<file path="src/rtl/evtimer_pkg.sv">
package evtimer_pkg;

    typedef enum logic [1:0] {
        CH_IDLE  = 2'd0,
        CH_RUN   = 2'd1,
        CH_SPENT = 2'd2
    } ch_state_e;

    // control word field positions
    localparam int CTRL_EN_BIT  = 0;
    localparam int CTRL_RLD_BIT = 1;
    localparam int CTRL_PRE_LSB = 4;
    localparam int CTRL_OS_BIT  = 7;

    // shared register offsets
    localparam int OFF_IEN   = 'h00;
    localparam int OFF_IST   = 'h04;
    localparam int CH_BASE   = 'h10;
    localparam int CH_SHIFT  = 5;

    // per-channel word offsets inside one stride
    localparam logic [4:0] SUB_CTRL   = 5'h00;
    localparam logic [4:0] SUB_IVL_LO = 5'h04;
    localparam logic [4:0] SUB_IVL_HI = 5'h08;
    localparam logic [4:0] SUB_CNT_LO = 5'h0C;
    localparam logic [4:0] SUB_CNT_HI = 5'h10;

endpackage

</file>
<file path="src/rtl/evtimer_prescale.sv">
module evtimer_prescale #(
    parameter int PRE_W = 3
) (
    input  logic             clk,
    input  logic             rst_n,
    input  logic             clr,
    input  logic             run,
    input  logic [PRE_W-1:0] sel,
    output logic             tick
);
    localparam int DIV_W = (1 << PRE_W) - 1;

    logic [DIV_W-1:0] phase_q;
    logic [DIV_W-1:0] mask;

    // low sel bits all ones; sel at its maximum wraps to an all-ones mask
    assign mask = (DIV_W'(1) << sel) - DIV_W'(1);
    assign tick = run && ((phase_q & mask) == mask);

    always_ff @(posedge clk) begin
        if (!rst_n)   phase_q <= '0;
        else if (clr) phase_q <= '0;
        else if (run) phase_q <= phase_q + DIV_W'(1);
    end
endmodule

</file>
<file path="src/rtl/evtimer_channel.sv">
module evtimer_channel
    import evtimer_pkg::*;
#(
    parameter int DATA_W = 32,
    parameter int PRE_W  = 3
) (
    input  logic                clk,
    input  logic                rst_n,
    input  logic                wr_ctrl,
    input  logic                wr_ivl_lo,
    input  logic                wr_ivl_hi,
    input  logic [DATA_W-1:0]   wdata,
    output logic [DATA_W-1:0]   ctrl_o,
    output logic [2*DATA_W-1:0] ivl_o,
    output logic [2*DATA_W-1:0] cnt_o,
    output logic                en_o,
    output logic                expire_o
);
    localparam int CNT_W = 2 * DATA_W;

    ch_state_e        state_q, state_d;
    logic             en_q, os_q;
    logic [PRE_W-1:0] pre_q;
    logic [CNT_W-1:0] ivl_q, cnt_q;

    logic             w_en, w_rld, w_os;
    logic [PRE_W-1:0] w_pre;
    logic             run, tick, expire, phase_clr;

    assign w_en  = wdata[CTRL_EN_BIT];
    assign w_rld = wdata[CTRL_RLD_BIT];
    assign w_os  = wdata[CTRL_OS_BIT];
    assign w_pre = wdata[CTRL_PRE_LSB +: PRE_W];

    // state register
    always_ff @(posedge clk) begin
        if (!rst_n) state_q <= CH_IDLE;
        else        state_q <= state_d;
    end

    // next state
    always_comb begin
        state_d = state_q;
        unique case (state_q)
            CH_IDLE: begin
                if (wr_ctrl && w_en) state_d = CH_RUN;
            end
            CH_RUN: begin
                if (wr_ctrl)              state_d = w_en ? CH_RUN : CH_IDLE;
                else if (expire && os_q)  state_d = CH_SPENT;
            end
            CH_SPENT: begin
                if (wr_ctrl && !w_en)        state_d = CH_IDLE;
                else if (wr_ctrl && w_rld)   state_d = CH_RUN;
            end
            default: state_d = CH_IDLE;
        endcase
    end

    // state-dependent outputs
    always_comb begin
        run       = (state_q == CH_RUN) && !wr_ctrl;
        phase_clr = wr_ctrl && (w_en || w_rld);
        expire    = tick && (cnt_q == '0);
    end

    evtimer_prescale #(.PRE_W(PRE_W)) u_pre (
        .clk  (clk),
        .rst_n(rst_n),
        .clr  (phase_clr),
        .run  (run),
        .sel  (pre_q),
        .tick (tick)
    );

    // datapath registers
    always_ff @(posedge clk) begin
        if (!rst_n) begin
            en_q  <= 1'b0;
            os_q  <= 1'b0;
            pre_q <= '0;
            ivl_q <= '0;
            cnt_q <= '0;
        end else begin
            if (wr_ctrl) begin
                en_q  <= w_en;
                os_q  <= w_os;
                pre_q <= w_pre;
            end
            if (wr_ivl_lo) ivl_q[DATA_W-1:0]     <= wdata;
            if (wr_ivl_hi) ivl_q[CNT_W-1:DATA_W] <= wdata;
            if (wr_ctrl && w_rld) cnt_q <= ivl_q;
            else if (expire)      cnt_q <= os_q ? cnt_q : ivl_q;
            else if (tick)        cnt_q <= cnt_q - CNT_W'(1);
        end
    end

    always_comb begin
        ctrl_o                        = '0;
        ctrl_o[CTRL_EN_BIT]           = en_q;
        ctrl_o[CTRL_PRE_LSB +: PRE_W] = pre_q;
        ctrl_o[CTRL_OS_BIT]           = os_q;
    end

    assign ivl_o    = ivl_q;
    assign cnt_o    = cnt_q;
    assign en_o     = en_q;
    assign expire_o = expire;
endmodule

</file>
<file path="src/rtl/evtimer_irq.sv">
module evtimer_irq #(
    parameter int NUM_CH = 4
) (
    input  logic              clk,
    input  logic              rst_n,
    input  logic              wr_ien,
    input  logic              wr_ist,
    input  logic [NUM_CH-1:0] wbits,
    input  logic [NUM_CH-1:0] expire,
    output logic [NUM_CH-1:0] ien_o,
    output logic [NUM_CH-1:0] ist_o,
    output logic              irq_o
);
    logic [NUM_CH-1:0] ien_q, ist_q, clr_bits;

    assign clr_bits = wr_ist ? wbits : '0;

    always_ff @(posedge clk) begin
        if (!rst_n) begin
            ien_q <= '0;
            ist_q <= '0;
        end else begin
            if (wr_ien) ien_q <= wbits;
            ist_q <= (ist_q & ~clr_bits) | expire;
        end
    end

    assign ien_o = ien_q;
    assign ist_o = ist_q;
    assign irq_o = |(ist_q & ien_q);
endmodule

</file>
<file path="src/rtl/evtimer_top.sv">
module evtimer_top
    import evtimer_pkg::*;
#(
    parameter int NUM_CH = 4,
    parameter int DATA_W = 32,
    parameter int PRE_W  = 3,
    parameter int ADDR_W = 8
) (
    input  logic              clk,
    input  logic              rst_n,
    input  logic [ADDR_W-1:0] bus_addr,
    input  logic              bus_we,
    input  logic [DATA_W-1:0] bus_wdata,
    output logic [DATA_W-1:0] bus_rdata,
    output logic              irq_o
);
    localparam int CNT_W  = 2 * DATA_W;
    localparam int CSEL_W = ADDR_W - CH_SHIFT;

    logic [ADDR_W-1:0] rel;
    logic [4:0]        sub;
    logic              aligned, in_ch;

    logic [NUM_CH-1:0]             hit_v, exp_v, en_v, ien_v, ist_v;
    logic [NUM_CH-1:0][DATA_W-1:0] ctrl_v;
    logic [NUM_CH-1:0][CNT_W-1:0]  ivl_v, cnt_v;

    assign rel     = bus_addr - ADDR_W'(CH_BASE);
    assign sub     = rel[CH_SHIFT-1:0];
    assign aligned = (bus_addr[1:0] == 2'b00);
    assign in_ch   = (bus_addr >= ADDR_W'(CH_BASE));

    for (genvar g = 0; g < NUM_CH; g++) begin : g_ch
        assign hit_v[g] = in_ch && aligned &&
                          (rel[ADDR_W-1:CH_SHIFT] == CSEL_W'(g));

        evtimer_channel #(.DATA_W(DATA_W), .PRE_W(PRE_W)) u_ch (
            .clk      (clk),
            .rst_n    (rst_n),
            .wr_ctrl  (bus_we && hit_v[g] && (sub == SUB_CTRL)),
            .wr_ivl_lo(bus_we && hit_v[g] && (sub == SUB_IVL_LO)),
            .wr_ivl_hi(bus_we && hit_v[g] && (sub == SUB_IVL_HI)),
            .wdata    (bus_wdata),
            .ctrl_o   (ctrl_v[g]),
            .ivl_o    (ivl_v[g]),
            .cnt_o    (cnt_v[g]),
            .en_o     (en_v[g]),
            .expire_o (exp_v[g])
        );
    end

    evtimer_irq #(.NUM_CH(NUM_CH)) u_irq (
        .clk   (clk),
        .rst_n (rst_n),
        .wr_ien(bus_we && (bus_addr == ADDR_W'(OFF_IEN))),
        .wr_ist(bus_we && (bus_addr == ADDR_W'(OFF_IST))),
        .wbits (bus_wdata[NUM_CH-1:0]),
        .expire(exp_v),
        .ien_o (ien_v),
        .ist_o (ist_v),
        .irq_o (irq_o)
    );

    always_comb begin
        bus_rdata = '0;
        if (bus_addr == ADDR_W'(OFF_IEN))      bus_rdata[NUM_CH-1:0] = ien_v;
        else if (bus_addr == ADDR_W'(OFF_IST)) bus_rdata[NUM_CH-1:0] = ist_v;
        for (int i = 0; i < NUM_CH; i++) begin
            if (hit_v[i]) begin
                case (sub)
                    SUB_CTRL:   bus_rdata = ctrl_v[i];
                    SUB_IVL_LO: bus_rdata = ivl_v[i][DATA_W-1:0];
                    SUB_IVL_HI: bus_rdata = ivl_v[i][CNT_W-1:DATA_W];
                    SUB_CNT_LO: bus_rdata = cnt_v[i][DATA_W-1:0];
                    SUB_CNT_HI: bus_rdata = cnt_v[i][CNT_W-1:DATA_W];
                    default:    bus_rdata = '0;
                endcase
            end
        end
    end
endmodule

</file>
<file path="config.mk">
export PLATFORM = sky130hd
export DESIGN_NAME = evtimer_top
export DESIGN_NICKNAME = d
export VERILOG_FILES = /design/src/rtl/evtimer_pkg.sv /design/src/rtl/evtimer_prescale.sv /design/src/rtl/evtimer_channel.sv /design/src/rtl/evtimer_irq.sv /design/src/rtl/evtimer_top.sv
export SDC_FILE = /design/constraint.sdc
export NUM_CORES = 2
export LEC_CHECK = 0
export BUFFER_PORTS_ARGS = -buffer_cell sky130_fd_sc_hd__clkbuf_2
export CORE_MARGIN = 4
export CORE_UTILIZATION = 62
export CTS_BUF_LIST = sky130_fd_sc_hd__clkbuf_8
export DETAILED_ROUTE_END_ITERATION = 10
export GPL_ROUTABILITY_DRIVEN = 1
export PLACE_DENSITY = 0.85
export SETUP_SLACK_MARGIN = 0.1
export SLEW_MARGIN = 20
export SYNTH_ARGS = -nofsm -noshare
export SYNTH_HDL_FRONTEND = slang
export SYNTH_HIERARCHICAL = 1
export SYNTH_SLANG_ARGS = --single-unit
</file>
<file path="constraint.sdc">
create_clock -name clk -period 5.2 [get_ports clk]
set_input_delay 0 -clock clk [delete_from_list [all_inputs] [get_ports clk]]
set_output_delay 0 -clock clk [all_outputs]
set_load 0.1 [all_outputs]
</file>
Word level (Yosys, flattened, before mapping)
Cells that the tools add are included.
- register bits after elaboration: 576
- input bits: 43
- output and inout bits: 33
- add/sub/neg operators: 13
- order comparisons: 1
- equality and inequality tests: 36
- shift-type cells: 4
- multiplexer cells: 52
- bitwise logic cells: 9
- reduce and logical (&&, ||, !) cells: 90
- operators with widths (cell ; count):
    $mux 64 ; 16
    $pmux 32 s5 ; 4
    $logic_not 64->1 ; 4
    $sub 64x1->64 const B ; 4
    $mux 32 ; 4
    $logic_and 1x1->1 ; 55
    $mux 2 ; 20
    $add 7x1->7 const B ; 4
    $and 7x7->7 ; 4
    $eq 7x7->1 ; 4
    $shl 1x3->7 const A ; 4
    $sub 7x2->7 const B ; 4
    $ne 3x1->1 const B ; 8
    $pmux 2 s3 ; 4
    $mux 4 ; 3
    $ne 3x3->1 const B ; 4
    $reduce_and 3->1 ; 4
    $reduce_bool 3->1 ; 4
    $eq 5x4->1 const B ; 2
    $logic_not 2->1 ; 5
    $and 4x4->4 ; 2
    $eq 2x1->1 const B ; 4
    $eq 2x2->1 const B ; 4
    $eq 8x3->1 const B ; 1
    19 further kinds ; 33

Logic depth before layout (Yosys ltp)
- word-level depth: 13
- gate-level depth with buffers: 25
- depth with buffers taken out: 16

Modules after synthesis
Netlist, hierarchy kept.
- modules (own cells, without submodules) (module ; times used ; cells each ; area each (um^2)):
    evtimer_channel at g_ch[0].u_ch ... ; 3 ; 835 ; 6746.5
    evtimer_channel at g_ch[3].u_ch ; 1 ; 839 ; 6884.1
    evtimer_top ; 1 ; 816 ; 5761.8
    evtimer_prescale ; 4 ; 40 ; 340.3
    evtimer_irq ; 1 ; 32 ; 315.3

Least setup slack after synthesis
Ideal clock, no wire load.
- path kind: in2reg
- start point: input bus_addr[4]
- end point: register g_ch[3].u_ch.cnt_q[57]
- library setup time: 0.122 ns
- arrival: 4.606 ns
- data required time: 5.078 ns
- path slack: 0.471 ns
- stages on the path: 25
- cell sequence: buf_2 -> buf_2 -> buf_2 -> inv_1 -> ha_1 -> clkbuf_1 -> or4b_2 -> o41ai_1 -> buf_2 -> nand2_1 -> nor2_1 -> buf_1 -> nor2b_1 -> nand2_1 -> a211oi_1 -> nor4b_1 -> nand2_1 -> nor4_1 -> a22o_1 -> buf_4 -> buf_6 -> buf_6 -> a31oi_1 -> o211ai_1 -> o21ai_1
- cells in the longest elaborated chain, start to end: 11
- elaborated cells between the ends (all ways): 18
- classes of those cells: add/sub (1); order compare (1); eq/ne (2); mux (2); reduce/logical (12)
- ends and longest elaborated chain (what ; line ; text):
    start: declaration ; evtimer_top.sv:11 ; input logic [ADDR_W-1:0] bus_addr,
    $sub 8x5->8 / $ge 8x5->1 (equally long branches) ; evtimer_top.sv:28, evtimer_top.sv:31 ;
    $eq 3x2->1 / $logic_and 1x1->1 (equally long branches) ; evtimer_top.sv:35, evtimer_top.sv:34 ;
    $logic_and 1x1->1 ; evtimer_top.sv:34 ; assign hit_v[g] = in_ch && aligned &&
    $logic_and 1x1->1 ; evtimer_top.sv:40 ; .wr_ctrl (bus_we && hit_v[g] && (sub == SUB_CTRL)),
    $logic_and 1x1->1 (*) ; evtimer_top.sv:40 ;
    $logic_not 1->1 (*) ; evtimer_channel.sv:62 ; run = (state_q == CH_RUN) && !wr_ctrl;
    $logic_and 1x1->1 (*) ; evtimer_channel.sv:62 ;
    net g_ch[3].u_ch.run ; evtimer_channel.sv:28 ; logic run, tick, expire, phase_clr;
    $logic_and 1x1->1 (*) ; evtimer_prescale.sv:18 ; assign tick = run && ((phase_q & mask) == mask);
    net g_ch[3].u_ch.tick ; evtimer_channel.sv:28 ;
    $logic_and 1x1->1 ; evtimer_channel.sv:64 ; expire = tick && (cnt_q == '0);
    $ne 3x3->1 (no source line) (tied with other cells) ; -- ;
    $reduce_and 2->1 (no source line) / $mux 64 (equally long branches) ; -- ;
    end signal: assignment ; evtimer_channel.sv:92 ; if (wr_ctrl && w_rld) cnt_q <= ivl_q;
    end signal: assignment ; evtimer_channel.sv:93 ; else if (expire) cnt_q <= os_q ? cnt_q : ivl_q;
    end signal: assignment ; evtimer_channel.sv:94 ; else if (tick) cnt_q <= cnt_q - CNT_W'(1);
    end: declaration ; evtimer_channel.sv:24 ; logic [CNT_W-1:0] ivl_q, cnt_q;
The timed path passes the listed nets; every way through them passes the cells marked *.
A chain may end at the register's enable or synchronous reset.

Final worst setup path
- start point: input bus_addr[2]
- end point: output bus_rdata[20]
- cells in the longest elaborated chain, start to end: 7
- elaborated cells between the ends (all ways): 24
- classes of those cells: add/sub (1); order compare (1); eq/ne (7); mux (8); reduce/logical (7)
- ends and longest elaborated chain (what ; line ; text):
    $sub 8x5->8 / $ge 8x5->1 (equally long branches) ; evtimer_top.sv:28, evtimer_top.sv:31 ;
    $eq 5x5->1 (tied with other cells) ; evtimer_top.sv:70 ; case (sub)
    $pmux 32 s5 / $logic_and 1x1->1 (equally long branches) ; evtimer_top.sv:70, evtimer_top.sv:34 ;
    $mux 32 (3 in series) ; evtimer_top.sv:69 ; if (hit_v[i]) begin
    $mux 32 (*) ; evtimer_top.sv:69 ;
    end: declaration ; evtimer_top.sv:14 ; output logic [DATA_W-1:0] bus_rdata,
Mark *: on every way between the ends. The rest lies on a longest branch, timed or not.

==> flow_summary.yaml <==
placed_design:
  port_buffers: 75
  place_ws_ns: 0.652
  dp_hpwl_um: 85600
  placedInstanceArea_um2: 34800
  gp_congestion: 1.07
  dpl.cell_count: 4925
timing:
  worst_slack_ns: 0.618
  hold_slack_ns: 0.0983
  hold_viol_final: 0
  rsz0062_at_grt: "no"
  tightest_slew_ns: 1.22
  max-slew-margin-rel: 0.181
  finalClockSkew_ns: 0.0391
  min_period_over_period: 0.881
  fin_crit_ns: 4.58
  drv_slew: 0
  finalSetupTns_ns: 0
  setup-violations-final: 0
  max_freq_ghz: 0.218
status:
  status: "finished clean"
routing:
  wl_um: 133000
  ant_nets: 0
  dr_wl_met2_um: 51800
  vias: 36400
  wl_met1_um: 47800
  topRoutingLayerUsed: "met5"
  drc: 0
  vias_per_cell: 7.07
  dr.pass1.iters: 7
  met3_length_um: 22300
  drtIter0Drc: 6987
  routedWlPerCell_um: 25.8
synth:
  yosys.cell_types.count: 88
  synthCells: 4352
  synthTopCellsByArea: "dfxtp_1 (33%), mux2i_1 (14%), nor2_1 (5.9%)"
  synthArstFlopShare: 0
  ys_warn_count: 6
  yosys.area.top_type: "dfxtp_1"
  netlist.area_leader.share: 0.334
  avgSynthCellArea_um2: 7.94
  yosysMostFrequentCell: "dfxtp_1"
  synth_ff_type: "dfxtp_1"
  synth_common_cells: "dfxtp_1 (576), nor2_1 (545), mux2i_1 (469)"
  synth_edf_count: 0
  synth_seq_area_share: 0.334
  synth_seq_cells: 576
  synth_area_um2: 34600
power:
  design_power_total_mw: 9.87
  p_sw_mw: 2.69
  p_sw_frac: 0.272
  intPower_mw: 7.18
  p_clk_frac: 0.461
  p_leak_nw: 14.3
  pwr-share-comb: 0.092
  seq_power_share: 0.448
  vdd_ir_drop_max_v: 0.000182
  p_per_area_nw_per_um2: 265
cts:
  numCtsBuffers: 99
  clk-insertion-delay-late_ns: 0.74
  cts_tree: "done"
  cts_root_buffer: "clkbuf_8"
  clock_path_buffers: 3
  htree_levels: 3
  path_clk_slew_ns: 0.06
  cts_resized: 0
  clock-sinks: 576
worst_setup_path:
  startpoint: "bus_addr[2]"
  critical_path_class: "in -> out"
  arrival_ns: 4.58
  reg2reg_slack_ns: 1.24
  crit_fanout: 43
  worst_setup_path_end_kind: "output pin"
  worstPathRequired_ns: 5.20
  r2r-end: "g_ch[1].u_ch/cnt_o[56]"
  crit_path_start_kind: "primary input"
  reg2reg_depth: 9
  crit-reg2reg-launch: "g_ch[1].u_ch/cnt_o[15]"
global_routing:
  overflow: 0
  grt_pass1_wl_um: 198000
  antenna_found_initial: 7
  grt_max_degree: 143
  grt_pass1_vias: 32700
  grt.total_usage: 0.422
hold_path:
  min_from: "bus_wdata[6]"
  holdPathEnd: "g_ch[2].u_ch/pre_q[2]"
  hp-class: "in -> reg"
  hold_path_depth: 3
final_layout:
  multi_input_area_um2: 20900
  design_area_um2: 37300
  seq_area_um2: 11500
  finalNonFillerCells: 5145
  post-route-util: 0.677
  drive_gt1_frac: 0.101
  area_growth_pct: 7.99
  n_fill_cell: 4496
  fin_nets: 4364
floorplan:
  rows: 86
  die_h_um: 244
  start_util: 0.627
  dieArea_um2: 59600
  ios: 76
  die_width_um: 244
  coreArea_um2: 55100
run:
  cap_violations: 0
routing by layer:
layer  GRT usage  vias to the layer above
li1            -                    15900
met1       0.544                    16800
met2       0.576                     3028
met3       0.172                      699
met4       0.278                        6
met5           0                        -
worst max-delay path by stage:
| stage | slack, ns | end | depth (start not counted) |
|---|---|---|---|
| 2_1_floorplan | 0.47 | g_ch[3].u_ch/cnt_o[57] | 25 |
| 3_3_place_gp | 0.72 | g_ch[3].u_ch/cnt_o[19] | 18 |
| 3_5_place_dp | 0.65 | g_ch[3].u_ch/cnt_o[52] | 20 |
| 4_1_cts | 0.96 | bus_rdata[20] | 9 |
| 5_1_grt | 0.73 | bus_rdata[26] | 9 |
| 6_report | 0.62 | bus_rdata[20] | 9 |
sequential cells by signal (all words and copies together) (netlist names):
name                     cells
u_irq/ist_o                  4
g_ch.u_ch/en_o               4
u_irq/ien_o                  4
g_ch.u_ch/ivl_o            256
g_ch.u_ch/state_q            8
g_ch.u_ch/os_q               4
g_ch.u_ch/cnt_o            256
g_ch.u_ch/u_pre/phase_q     28
g_ch.u_ch/pre_q             12
power by group through the flow:
| stage | combinational [mW] | clock, mW | sequential, mW |
|---|---|---|---|
| final | 0.905 | 4.55 | 4.42 |
| after global routing | 0.917 | 4.74 | 4.42 |
| after CTS | 0.839 | 4.53 | 4.42 |
| after detailed placement | 0.816 | 0 | 4.52 |
| after global placement | 0.810 | 0 | 4.52 |
| after floorplan | 0.560 | 0 | 4.52 |
repair_timing:
action	CTS	global route
buffers inserted	0	0
hold buffers	32	0
hold endpoints to repair	312	0
endpoints found under the setup margin	0	0
cell usage in the layout, fill, tap and decap left out, types with 15 or more instances in the layout:
| cell type | netlist | layout |
|---|---|---|
| o31ai_1 | 16 | 16 |
| nor4_1 | 83 | 83 |
| dlygate4sd3_1 | 0 | 32 |
| nand2_1 | 297 | 297 |
| clkbuf_2 | 2 | 71 |
| mux2i_1 | 469 | 469 |
| o211ai_1 | 22 | 22 |
| nand2b_1 | 19 | 19 |
| a22oi_1 | 57 | 57 |
| o221ai_1 | 29 | 29 |
| clkbuf_8 | 0 | 137 |
| o41ai_1 | 17 | 15 |
| or4_1 | 29 | 29 |
| nand4_1 | 41 | 41 |
| dfxtp_1 | 576 | 576 |
| a211oi_1 | 51 | 51 |
| and3_1 | 28 | 28 |
| nor2_1 | 545 | 537 |
| o31a_1 | 41 | 38 |
| xor2_1 | 17 | 17 |
| o21a_1 | 36 | 36 |
| buf_4 | 134 | 95 |
| nand3_1 | 157 | 157 |
| or3_1 | 46 | 46 |
| a31oi_1 | 54 | 53 |
| conb_1 | 4 | 108 |
| o21ai_1 | 38 | 38 |
| inv_1 | 49 | 74 |
| a32o_1 | 24 | 24 |
| nor3_1 | 152 | 152 |
| a21oi_1 | 382 | 379 |
| o21ai_0 | 229 | 229 |
| or2_2 | 23 | 23 |
| a221oi_1 | 17 | 17 |
| o22ai_1 | 134 | 134 |
worst max-delay path: stages:
cell and delay [ns]:
buf_2 0.39, buf_4 0.77, or4b_1 1.03, buf_4 0.54, o22ai_1 0.24, o21ai_0 0.58, o311ai_1 0.33, and3_1 0.29
clkbuf_2 0.38
cell families after synthesis:
family / after synthesis / share of synthesized area
adder cells (fa/ha/maj): 11 / 0.00398
AO/OA/AOI/OAI: 1235 / 0.228
XOR/XNOR: 23 / 0.00583
multiplexers: 476 / 0.138
buffers and inverters: 504 / 0.0774
flip-flops: 576 / 0.334
AND/OR/NAND/NOR: 1523 / 0.213
other: 4 / 0.000434
final cells by class:
type / count / area share
multi-input cells: 3376 / 0.560
flip-flops and latches: 576 / 0.309
clock buffers: 137 / 0.0505
repair buffers: 208 / 0.0419
well taps: 748 / 0.0251
clock inverters: 44 / 0.00801
inverters: 49 / 0.00493
diodes: 7 / 0.000469
No activity file was read; power rests on OpenSTA's default activity.
